### src/rtl/wdt_pkg.sv
package wdt_pkg;

  // Event routing encoding held in control bits [9:8]
  typedef enum logic [1:0] {
    EV_RESET = 2'b00,
    EV_NMI   = 2'b01,
    EV_IRQ   = 2'b10,
    EV_NONE  = 2'b11
  } evtSel_e;

  // Strobes from control to count datapath
  typedef struct packed {
    logic loadCount;
    logic runCount;
  } cntStrobe_t;

  localparam int unsigned REG_CTRL   = 0;
  localparam int unsigned REG_PERIOD = 1;
  localparam int unsigned REG_COUNT  = 2;

  localparam int unsigned KEY_LSB  = 0;
  localparam int unsigned KEY_W    = 8;
  localparam int unsigned EVT_LSB  = 8;
  localparam int unsigned FLAG_BIT = 15;
  localparam int unsigned NUM_EVT  = 3;

endpackage

### src/rtl/wdt_datapath.sv
module wdt_datapath
  import wdt_pkg::*;
#(
  parameter int unsigned CNT_W = 32
) (
  input  logic             clk,
  input  logic             rstN,
  input  cntStrobe_t       strobe,
  input  logic [CNT_W-1:0] period,
  output logic [CNT_W-1:0] count,
  output logic             expireHit
);

  localparam logic [CNT_W-1:0] ONE = CNT_W'(1);

  assign expireHit = strobe.runCount && !strobe.loadCount && (count == ONE);

  always_ff @(posedge clk) begin
    if (!rstN) begin
      count <= '0;
    end else if (strobe.loadCount) begin
      count <= period;
    end else if (strobe.runCount && (count != '0)) begin
      count <= count - ONE;
    end
  end


  hold_stopped_chk: assert property (@(posedge clk) disable iff (!rstN)
    (!strobe.runCount && !strobe.loadCount) |=> $stable(count));


  reload_chk: assert property (@(posedge clk) disable iff (!rstN)
    strobe.loadCount |=> (count == $past(period)));


  decrement_chk: assert property (@(posedge clk) disable iff (!rstN)
    (strobe.runCount && !strobe.loadCount && count != '0) |=> (count == $past(count) - ONE));


  zero_hold_chk: assert property (@(posedge clk) disable iff (!rstN)
    (!strobe.loadCount && count == '0) |=> (count == '0));

endmodule

### src/rtl/wdt_ctrl.sv
module wdt_ctrl
  import wdt_pkg::*;
#(
  parameter int unsigned CNT_W       = 32,
  parameter int unsigned ADDR_W      = 2,
  parameter logic [7:0]  DISABLE_KEY = 8'hAD
) (
  input  logic              clk,
  input  logic              rstN,
  input  logic              busSel,
  input  logic              busWrite,
  input  logic [ADDR_W-1:0] busAddr,
  input  logic [31:0]       busWdata,
  output logic [31:0]       busRdata,
  input  logic [CNT_W-1:0]  count,
  input  logic              expireHit,
  output cntStrobe_t        strobe,
  output logic [CNT_W-1:0]  period,
  output logic [NUM_EVT-1:0] evtVec
);

  localparam int unsigned DATA_W = 32;

  logic [KEY_W-1:0] keyReg;
  evtSel_e          evtReg;
  logic             flagReg;
  logic             wrCtrl;
  logic             wrPeriod;
  logic             wrCount;
  logic [DATA_W-1:0] ctrlView;

  assign wrCtrl   = busSel && busWrite && (busAddr == ADDR_W'(REG_CTRL));
  assign wrPeriod = busSel && busWrite && (busAddr == ADDR_W'(REG_PERIOD));
  assign wrCount  = busSel && busWrite && (busAddr == ADDR_W'(REG_COUNT));

  assign strobe.loadCount = wrCount;
  assign strobe.runCount  = (keyReg != DISABLE_KEY);

  always_comb begin
    ctrlView = '0;
    ctrlView[KEY_LSB +: KEY_W] = keyReg;
    ctrlView[EVT_LSB +: 2]     = evtReg;
    ctrlView[FLAG_BIT]         = flagReg;
  end

  always_comb begin
    busRdata = '0;
    if (busAddr == ADDR_W'(REG_CTRL)) begin
      busRdata = ctrlView;
    end else if (busAddr == ADDR_W'(REG_PERIOD)) begin
      busRdata = DATA_W'(period);
    end else if (busAddr == ADDR_W'(REG_COUNT)) begin
      busRdata = DATA_W'(count);
    end
  end

  always_ff @(posedge clk) begin
    if (!rstN) begin
      keyReg <= DISABLE_KEY;
      evtReg <= EV_RESET;
      period <= '0;
    end else begin
      if (wrCtrl) begin
        keyReg <= busWdata[KEY_LSB +: KEY_W];
        evtReg <= evtSel_e'(busWdata[EVT_LSB +: 2]);
      end
      if (wrPeriod) begin
        period <= busWdata[CNT_W-1:0];
      end
    end
  end

  // Set has priority over a write-one clear on the same edge
  always_ff @(posedge clk) begin
    if (!rstN) begin
      flagReg <= 1'b0;
    end else if (expireHit) begin
      flagReg <= 1'b1;
    end else if (wrCtrl && busWdata[FLAG_BIT]) begin
      flagReg <= 1'b0;
    end
  end

  for (genvar i = 0; i < NUM_EVT; i++) begin : g_evt
    always_ff @(posedge clk) begin
      if (!rstN) begin
        evtVec[i] <= 1'b0;
      end else begin
        evtVec[i] <= expireHit && (evtReg == evtSel_e'(i));
      end
    end
  end


  evt_onehot_chk: assert property (@(posedge clk) disable iff (!rstN)
    $onehot0(evtVec));


  evt_pulse_chk: assert property (@(posedge clk) disable iff (!rstN)
    (evtVec != '0) |=> (evtVec == '0));


  evt_none_chk: assert property (@(posedge clk) disable iff (!rstN)
    (evtVec != '0) |-> ($past(evtReg) != EV_NONE));


  flag_sticky_chk: assert property (@(posedge clk) disable iff (!rstN)
    (flagReg && !(wrCtrl && busWdata[FLAG_BIT])) |=> flagReg);


  evt_sets_flag_chk: assert property (@(posedge clk) disable iff (!rstN)
    (evtVec != '0) |-> flagReg);


  ctrl_unused_zero_chk: assert property (@(posedge clk) disable iff (!rstN)
    (busAddr == ADDR_W'(REG_CTRL)) |-> (busRdata[31:16] == '0 && busRdata[14:10] == '0));

endmodule

### src/rtl/wdt_keyed.sv
module wdt_keyed
  import wdt_pkg::*;
#(
  parameter int unsigned CNT_W       = 32,
  parameter int unsigned ADDR_W      = 2,
  parameter logic [7:0]  DISABLE_KEY = 8'hAD
) (
  input  logic              clk,
  input  logic              rstN,
  input  logic              busSel,
  input  logic              busWrite,
  input  logic [ADDR_W-1:0] busAddr,
  input  logic [31:0]       busWdata,
  output logic [31:0]       busRdata,
  output logic              rstReq,
  output logic              nmiReq,
  output logic              irqReq
);

  cntStrobe_t         strobe;
  logic [CNT_W-1:0]   period;
  logic [CNT_W-1:0]   count;
  logic               expireHit;
  logic [NUM_EVT-1:0] evtVec;

  wdt_ctrl #(
    .CNT_W(CNT_W),
    .ADDR_W(ADDR_W),
    .DISABLE_KEY(DISABLE_KEY)
  ) u_ctrl (
    .clk(clk),
    .rstN(rstN),
    .busSel(busSel),
    .busWrite(busWrite),
    .busAddr(busAddr),
    .busWdata(busWdata),
    .busRdata(busRdata),
    .count(count),
    .expireHit(expireHit),
    .strobe(strobe),
    .period(period),
    .evtVec(evtVec)
  );

  wdt_datapath #(
    .CNT_W(CNT_W)
  ) u_datapath (
    .clk(clk),
    .rstN(rstN),
    .strobe(strobe),
    .period(period),
    .count(count),
    .expireHit(expireHit)
  );

  assign rstReq = evtVec[EV_RESET];
  assign nmiReq = evtVec[EV_NMI];
  assign irqReq = evtVec[EV_IRQ];

endmodule

### config.mk
export PLATFORM = sky130hd
export DESIGN_NAME = wdt_keyed
export DESIGN_NICKNAME = d
export VERILOG_FILES = /design/src/rtl/wdt_pkg.sv /design/src/rtl/wdt_datapath.sv /design/src/rtl/wdt_ctrl.sv /design/src/rtl/wdt_keyed.sv
export SDC_FILE = /design/constraint.sdc
export NUM_CORES = 1
export LEC_CHECK = 0
export ABC_AREA = 0
export BUFFER_PORTS_ARGS = -buffer_cell sky130_fd_sc_hd__buf_2
export CELL_PAD_IN_SITES_DETAIL_PLACEMENT = 0
export CELL_PAD_IN_SITES_GLOBAL_PLACEMENT = 2
export CORE_MARGIN = 10
export CORE_UTILIZATION = 32
export CTS_CLUSTER_SIZE = 30
export DETAILED_ROUTE_END_ITERATION = 6
export PLACE_DENSITY_LB_ADDON = 0.25
export SYNTH_ARGS = -nofsm -noshare
export SYNTH_HDL_FRONTEND = slang
export SYNTH_SLANG_ARGS = --single-unit
### constraint.sdc
create_clock -name clk -period 3.3 [get_ports clk]
set_clock_uncertainty 0.05 [all_clocks]
set_input_delay 0.165 -clock clk [delete_from_list [all_inputs] [get_ports clk]]
set_output_delay 0.165 -clock clk [all_outputs]
set_load 0.02 [all_outputs]
* Yosys cells after proc, flatten, opt, wreduce, memory -nomap -nowiden
Cells that the tools add are included.
W data, S select, Z words.
** Cells by class
- Add/subtract/negate cells :: 1
- Eq/ne operators :: 6
- Muxes and demuxes :: 7
- Reduce and logical (&&, ||, !) cells :: 17
** Operator list (count)
- $mux W32 :: 5
- $eq A32 B1 Y1 const B :: 1
- $reduce_bool A32 Y1 :: 1
- $sub A32 B1 Y32 const B :: 1
- $logic_and A1 B1 Y1 :: 11
- $ne A8 B8 Y1 const B :: 1
- $eq A2 B1 Y1 const B :: 2
- $eq A2 B2 Y1 const B :: 2
- $logic_not A2 Y1 :: 2
- $reduce_bool A2 Y1 :: 2
- $mux W1 :: 2
- $logic_not A1 Y1 :: 1
** Word-level totals
- Register bits after elaboration :: 78
- Bits of input ports :: 38
- Output and inout port bits :: 35
- Logic and storage cells :: 39

* Logic depth before layout (Yosys ltp)
Gate-level depths: netlist of the first run.
- Word-level depth :: 6
- Depth in mapped cells :: 10
- Mapped depth without buffers :: 7

* Cells and area by module
From an unflattened synthesis of the first run, not the netlist that was laid out.
** Unflattened totals
- Cell total of the unflattened synthesis :: 497
- Area total of the unflattened synthesis :: 4458.0 µm²
** By module, submodules not included
- wdt_ctrl :: instances 1, cells an instance 249, area each 2327.2 µm², seq. area each 920.9 µm²
- wdt_datapath :: instances 1, cells an instance 248, area each 2130.8 µm², seq. area each 640.6 µm²

* Worst setup path after synthesis of the first run
Ideal clock, no wire load.
- Path type :: register -> register
- From :: reg u_datapath.count[1]
- To :: reg u_datapath.count[12]
- Arrival :: 2.631 ns
- Data required time :: 3.130 ns
- Slack :: 0.500 ns
- Cell stages (with the launch flop) :: 10
- Path buffers :: 2
- Cell sequence :: dfxtp_1 > inv_1 > ha_1 > or3b_2 > clkbuf_1 > or4_4 > o31a_1 > buf_6 > and4_4 > o31a_1
** Between the ends
- Cells in the longest elaborated chain, start to end :: 3
- Elaborated cells on any way between the ends :: 6
- Those cells by class :: add/sub (1); mux (2); reduce/logical (3)
** Ends and longest elaborated chain
- start, declared :: line wdt_datapath.sv:10 : output logic [CNT_W-1:0] count,
- start signal, assigned :: line wdt_datapath.sv:22 : count <= period;
- start signal, assigned :: line wdt_datapath.sv:24 : count <= count - ONE;
- $sub A32 B1 Y32 / $reduce_bool A32 Y1 (equally long branches) :: line wdt_datapath.sv:24, wdt_datapath.sv:23
- $mux W32 / $logic_and A1 B1 Y1 (equally long branches) :: line wdt_datapath.sv:23 : end else if (strobe.runCount && (count != '0)) begin
- $mux W32 / $reduce_bool A2 Y1 (equally long branches)
Several ways; a longest one is shown, not always the timed one. The select of a mux whose other input is x is not followed.
A chain may end at the register's enable or synchronous reset.

* Worst setup path in the final report of the first run
- From :: reg u_datapath.count[0]
- To :: reg u_datapath.count[12]
The elaborated chain is that of the path after synthesis.

==> flow_metrics.tcl, run 1 <==
set metrics [dict create \
    p_leak_nw 1.94 \
    area_growth_pct 21.5 \
    critical_path_arrival_ns 3.31 \
    ys_top_cells_by_area "dfxtp_1, nand2_1, a21oi_1" \
    synth_warnings 0 \
    final_cells 775 \
    hold_path_class "primary input to register" \
    endpoint_kind "register" \
    grt_overflow 0 \
    final_layout_size_suffix_gt1_share_pct 18.7 \
    synthAdderAreaFrac_pct 0.606 \
    die_x_um 134 \
    status "complete, no violations" \
    h-tree-depth 3 \
    place_inst 752 \
    fillers 1390 \
    yosysUniqueCellTypes 53 \
    cts.repair.resized 0 \
    ys_ff_latch 78 \
    vdd_ir_drop_max_v 0.000492 \
    ys_seq_area_share_pct 37.8 \
    syn_inst 537 \
    drv_slew 0 \
    port_buffers 72 \
    cts_buffer_depth 2 \
    drt_wl_total_mm 13.8 \
    drtIter0Drc 305 \
    ys.flop_type "dfxtp_1" \
    nNetsFinal 640 \
    cts_sinks 78 \
    vias 4165 \
    detail-route-antenna-nets 0 \
    grt_pass1_vias 4218 \
    synth_xor_area_share_pct 1.27 \
    synth_commonest_cells "nand2_1, dfxtp_1, a21oi_1" \
    setup_tns_ns 0 \
    syn_area_mm2 0.00413 \
    dieArea_mm2 0.0179 \
    routedWlPerCell_um 17.8 \
    setup-violations-final 0 \
    cap_violations 0 \
    syn_avg_cell_area_um2 7.69 \
    drtPass1Iterations 4 \
    cts_root_buf "clkbuf_16" \
    path_max_fanout 13 \
    synth_largest_area_cell "dfxtp_1" \
    drt_drc_violations_left 0 \
    critPathKind "register to register" \
    path_common_cell "o31a_1" \
    synth_top_cell_area_share_pct 37.8 \
    coreArea_mm2 0.0126 \
    async_reset_ff_share_pct 0 \
    fmax_mhz 319 \
    fin_crit_sh_pct 95.0 \
    path_delay_family "simple AND/OR/NAND/NOR gates" \
    fp.dieH_um 134 \
    rsz0062_at_grt "no" \
    synth_edf_count 0 \
    row_count 41 \
    holdBufCountCts 9 \
    hpwl_mm 9.70 \
    start_util_pct 32.7 \
    crit_chain "inv_1, ha_1, or3b_2, or4_4, o31a_1, and4_4, o31a_1" \
    grt_first_pass_wirelength_mm 22.8 \
    grt_max_degree 57 \
    crit_path_max_incr_delay_ns 0.68 \
    p_per_area_mw_per_mm2 1020 \
    start_kind "register" \
    yosysMostFrequentCell "nand2_1" \
    pin_count 73 \
    synthMuxAreaShare_pct 2.91 \
    min_period_ns 3.14 \
    viasPerCell 5.37 \
    max_slew_margin_pct 60.7 \
    diodes 0 \
    tritoncts "built" \
    synth_compound_area_share_pct 25.7 \
    tightest_slew_ns 0.590 \
    crit_buf_inv 1 \
    numCtsBuffers 9 \
    clock_latency_ns 0.34 \
    power_mw 5.11 \
    crit_path_top_delay_cell "or4_4" \
    crit_required_ns 3.48 \
    place_congestion 0.820 \
    grt_antenna_before_repair 0 \
    synth_simple_gate_area_share_pct 26.0 \
    syn_nets 577 \
    final-hold-violation-count 0 \
    post_cts_buffers 0 \
    grtUsageTotal_pct 15.6 \
    path_clk_slew_ns 0.06 \
    synth_top_family_by_area "simple AND/OR/NAND/NOR gates" \
]
state kept, by name (all words and copies together), names as in the netlist:
name              cells
u_ctrl.evtReg         2
u_ctrl.evtVec         3
u_ctrl.flagReg        1
u_ctrl.keyReg         8
u_ctrl.period        32
u_datapath.count     32
tightest hold or removal path, delay by kind of cell:
kind / cells / cell delay, ns
compound gates: 1 / 0.05
buf+inv: 1 / 0.09
simple gates: 1 / 0.05
final cells by class:
cell class | count | area [um2] | area share, %
Clock inverter | 2 | 35.0 | 0.698
Sequential cell | 78 | 1560 | 31.1
Timing Repair Buffer | 102 | 621 | 12.4
Clock buffer | 12 | 236 | 4.71
Tap cell | 172 | 215 | 4.29
Inverter | 4 | 15.0 | 0.299
Multi-Input combinational cell | 405 | 2330 | 46.5
power by group:
part	switching, mW	leakage [nW]	internal (mW)
Combinational	1.70	1.18	1.05
Sequential	0.268	0.633	1.13
Clock	0.386	0.132	0.577
Total	2.35	1.94	2.76
per-layer routing:
| layer | vias up | GRT usage (%) | part of all wire, % |
|---|---|---|---|
| met5 | - | 0 | 0 |
| met1 | 1974 | 20.9 | 50 |
| met3 | 17 | 2.97 | 3.8 |
| li1 | 2093 | - | - |
| met2 | 81 | 24.1 | 45 |
| met4 | 0 | 6.41 | 1.9 |
metrics by stage:
stage	hold WS, ns	util, %	worst slack (ns)	area, um2
finish	0.00702	39.8	0.164	5020
detailed placement	0.345	36.9	0.190	4660
CTS	0.000307	39.8	0.180	5020
global route	0.0121	39.8	0.0982	5020
floorplan	0.239	-	0.500	4130
global placement	0.342	36.9	0.320	4660
cells in the final DEF (no fill, tap or decap), types with 2 or more instances in the layout:
| cell type | instances |
|---|---|
| mux2i_1 | 12 |
| ha_1 | 2 |
| or3_1 | 9 |
| o211ai_1 | 3 |
| buf_4 | 20 |
| o21a_1 | 4 |
| buf_2 | 72 |
| o31a_1 | 8 |
| o21ai_0 | 32 |
| or2_2 | 2 |
| a211oi_1 | 4 |
| or4_1 | 10 |
| nor3_1 | 14 |
| nand3_1 | 17 |
| clkbuf_1 | 3 |
| and3_1 | 2 |
| nand4_1 | 6 |
| and4b_1 | 2 |
| nor2_1 | 11 |
| inv_1 | 4 |
| xnor2_1 | 2 |
| and2_1 | 4 |
| dfxtp_1 | 78 |
| xor2_1 | 4 |
| o31ai_1 | 2 |
| nand2_1 | 125 |
| o31ai_4 | 2 |
| nor4_1 | 10 |
| a21oi_1 | 54 |
| o311ai_0 | 5 |
| clkbuf_16 | 9 |
| a31oi_1 | 15 |
| dlygate4sd3_1 | 9 |
| a22o_1 | 21 |
| a32oi_1 | 3 |
cells by family after synthesis:
logic type / after synthesis
adders and majority gates: 2
xor gates and xnor gates: 6
DFF: 78
buffers and inverters: 54
and+or+nand+nor: 224
muxes: 12
AOI/OAI and AO/OA: 161
final timing paths:
kind,start,endpoint,slack [ns],cells after the start
max,u_datapath.count[0]$_SDFFE_PN0P_,u_datapath.count[12]$_SDFFE_PN0P_,0.16,7
min,busWdata[17],u_ctrl.period[17]$_SDFFE_PN0P_,0.007,3
max reg2reg,u_datapath.count[0]$_SDFFE_PN0P_,u_datapath.count[12]$_SDFFE_PN0P_,0.16,7
min reg2reg,u_ctrl.flagReg$_SDFFE_PN0P_,u_ctrl.flagReg$_SDFFE_PN0P_,0.41,2
Note: power is estimated with default switching activity, not from simulation.
==> run 2: changes to the inputs <==
Settings changed: CORE_UTILIZATION 32 to 34, REMOVE_ABC_BUFFERS from default to 1, SYNTH_HIERARCHICAL from default to 1.
==> run 2 against run 1 <==
  * Via count decreased by 5.2%
  * Global-route usage fell by 1.0 points
  * Critical path type unchanged
  * Hold slack better by 0.011 ns
  * Combinational power fell by 65%
  * Synthesized cell count fell by 7.4%
  * Count of clock-buffer cells in the layout grew 3
  * Cell count fell by 5.7%
  * Worst setup slack improved by 0.60 ns
  * Die area is 1.3% higher
  * Critical path depth fell by 1
  * Sequential power decreased by 20%
==> flow_metrics.tcl, run 2 <==
set metrics [dict create \
    status "complete, no violations" \
    synth_warnings 6 \
    critPathKind "register to register" \
    top_regs "u_ctrl/period x32, u_datapath/count x32, u_ctrl/keyReg x8" \
    ys_ff_latch 78 \
    dieArea_mm2 0.0181 \
    crit_required_ns 3.51 \
    min_period_ns 2.54 \
    crit_path_top_delay_cell "nor4_4" \
    ys.flop_type "dfxtp_1" \
    yosysUniqueCellTypes 65 \
    cp-startpoint "u_datapath/count[12]$_SDFFE_PN0P_" \
    seq_power_share_pct 37.7 \
    die_x_um 135 \
    p_per_area_mw_per_mm2 572 \
    cts_buffer_depth 2 \
    start_util_pct 35.0 \
    viasPerCell 5.40 \
    final_layout_size_suffix_gt1_share_pct 21.1 \
    routedWlPerCell_um 17.9 \
    coreArea_mm2 0.0127 \
    drt_wl_total_mm 13.1 \
    path_common_cell "nand2_1" \
    fillers 1362 \
    synth_largest_area_cell "dfxtp_1" \
    syn_avg_cell_area_um2 8.97 \
    internal_power_mw 1.91 \
    grt_pass1_vias 4032 \
    p_sw_share_pct 35.7 \
    cap_violations 0 \
    drtIter0Drc 238 \
    drv_slew 0 \
    crit_buf_inv 0 \
    cts.repair.resized 0 \
    setup-violations-final 0 \
    worstHoldStart "busWdata[16]" \
    nNetsFinal 594 \
    crit_path_max_incr_delay_ns 0.54 \
    syn_inst 497 \
    drtPass1Iterations 4 \
    critical_path_arrival_ns 2.75 \
    p_leak_nw 1.97 \
    diodes 0 \
    fin_crit_sh_pct 77.0 \
    power_switching_mw 1.06 \
    synth_commonest_cells "nand2_1, dfxtp_1, mux2i_1" \
    hold_path_class "primary input to register" \
    cts_root_buf "clkbuf_16" \
    endpoint_kind "register" \
    syn_area_mm2 0.00446 \
    tritoncts "built" \
    row_count 41 \
    area_growth_pct 16.3 \
    pin_count 73 \
    path_max_fanout 8 \
    regArea_mm2 0.00156 \
    start_kind "register" \
    vias 3950 \
    combPwrFrac_pct 31.9 \
    clock_latency_ns 0.34 \
    grt_first_pass_wirelength_mm 21.3 \
    cts_sinks 78 \
    yosysMostFrequentCell "nand2_1" \
    port_buffers 72 \
    ys_seq_area_share_pct 35.0 \
    setup_tns_ns 0 \
    p_clk_share_pct 30.4 \
    multi_input_area_mm2 0.00263 \
    synth_top_cell_area_share_pct 35.0 \
    ys_top_cells_by_area "dfxtp_1, mux2i_1, nand2_1" \
    async_reset_ff_share_pct 0 \
    crit_chain "nor4_4, and4_1, nand2_1, nor4_1, nand2_1, nor3b_1" \
    setup_slack_ns 0.759 \
    max_slew_margin_pct 55.4 \
    path_clk_slew_ns 0.06 \
    path_delay_family "simple AND/OR/NAND/NOR gates" \
    mostFrequentLayoutCell "nand2_1" \
    final_cells 731 \
    final_cell_mix "nand2_1, dfxtp_1, buf_2" \
    synth_edf_count 0 \
    grtUsageTotal_pct 14.6 \
    final-hold-violation-count 0 \
    detail-route-antenna-nets 0 \
    drt_drc_violations_left 0 \
    grt_antenna_before_repair 0 \
    numCtsBuffers 9 \
    fmax_mhz 394 \
    hpwl_mm 9.18 \
    grt_overflow 0 \
    r2r-start "u_datapath/count[12]$_SDFFE_PN0P_" \
    place_inst 714 \
    tightest_slew_ns 0.669 \
    place_congestion 0.843 \
    fp.dieH_um 135 \
    dp_slack_ns 0.811 \
    grt_max_degree 61 \
    vdd_ir_drop_max_v 0.000252 \
    fin_util_pct 40.7 \
    rsz0062_at_grt "no" \
    h-tree-depth 3 \
    power_mw 2.97 \
]
run 2: cell types whose count changed in the layout (fill, tap and decap cells not counted), sizes merged, moves of 5 or more:
| cell | delta |
|---|---|
| a21oi | -47 |
| mux2i | +44 |
| nand2 | -44 |
| nor2b | +12 |
| o2bb2ai | +11 |
| buf | -9 |
| dlygate4sd3 | -8 |
| nand3 | -6 |
| o21ai | -6 |
| o31a | -6 |
| xnor2 | +6 |
| nor3 | -5 |
run 2: metrics by stage:
step           hold slack (ns)  area [um2]
2_1_floorplan            0.215        4210
3_3_place_gp             0.348        4910
3_5_place_dp             0.363        4910
4_1_cts                0.00349        5180
5_1_grt                0.00525        5180
6_report                0.0178        5180
run 2: metal layers:
metal,global-route usage [%],up-vias,wire (um)
met4,3.20,0,81
met3,4.60,7,778
met5,0,-,0
met1,17.7,1870,5920
met2,24.6,95,6300
li1,-,1978,-
run 2: layout make-up:
class	count	share of cell area, %
Inverter	8	0.579
Sequential cell	78	30.1
Timing Repair Buffer	85	9.42
Multi-Input combinational cell	372	50.7
Clock inverter	1	0.0966
Clock buffer	15	4.97
Tap cell	172	4.15
run 2: kinds of logic (layout without fill, tap and decap cells):
group / after synthesis / after routing / synth area share [%]
mux: 56 / 56 / 12.6
xor+xnor: 9 / 9 / 1.77
simple gates: 186 / 186 / 23.7
buf+inv: 47 / 109 / 6.31
fa+ha+maj: 2 / 2 / 0.561
compound gates: 119 / 119 / 20.0
flops: 78 / 78 / 35.0
run 2: timing repair:
| action | CTS | global route |
|---|---|---|
| setup buffers | 0 | 0 |
| hold buffers | 1 | 0 |
| hold endpoints to repair | 1 | 0 |
run 2: worst min-delay path, delay by kind of cell:
kind,cells,cell delay (ns)
muxes,1,0.05
and+or+nand+nor,1,0.04
buffers and inverters,1,0.09
run 2: power by group through the flow:
stage	Clock (mW)	Combinational, mW	Sequential (mW)
final	0.901	0.947	1.12
after global routing	0.978	1.04	1.13
after CTS	0.938	0.943	1.12
after detailed placement	0	0.936	1.14
after global placement	0	0.930	1.14
after floorplan	0	0.649	1.11
run 2: final timing paths:
check / slack, ns / cells after the start / end
worst max register to register: 0.76 / 6 / u_ctrl/evtVec[1]$_SDFF_PN0_
worst min register to register: 0.42 / 2 / u_ctrl/period[28]$_SDFFE_PN0P_
worst max-delay path: 0.76 / 6 / u_ctrl/evtVec[1]$_SDFF_PN0_
worst min-delay path: 0.02 / 3 / u_ctrl/period[16]$_SDFFE_PN0P_
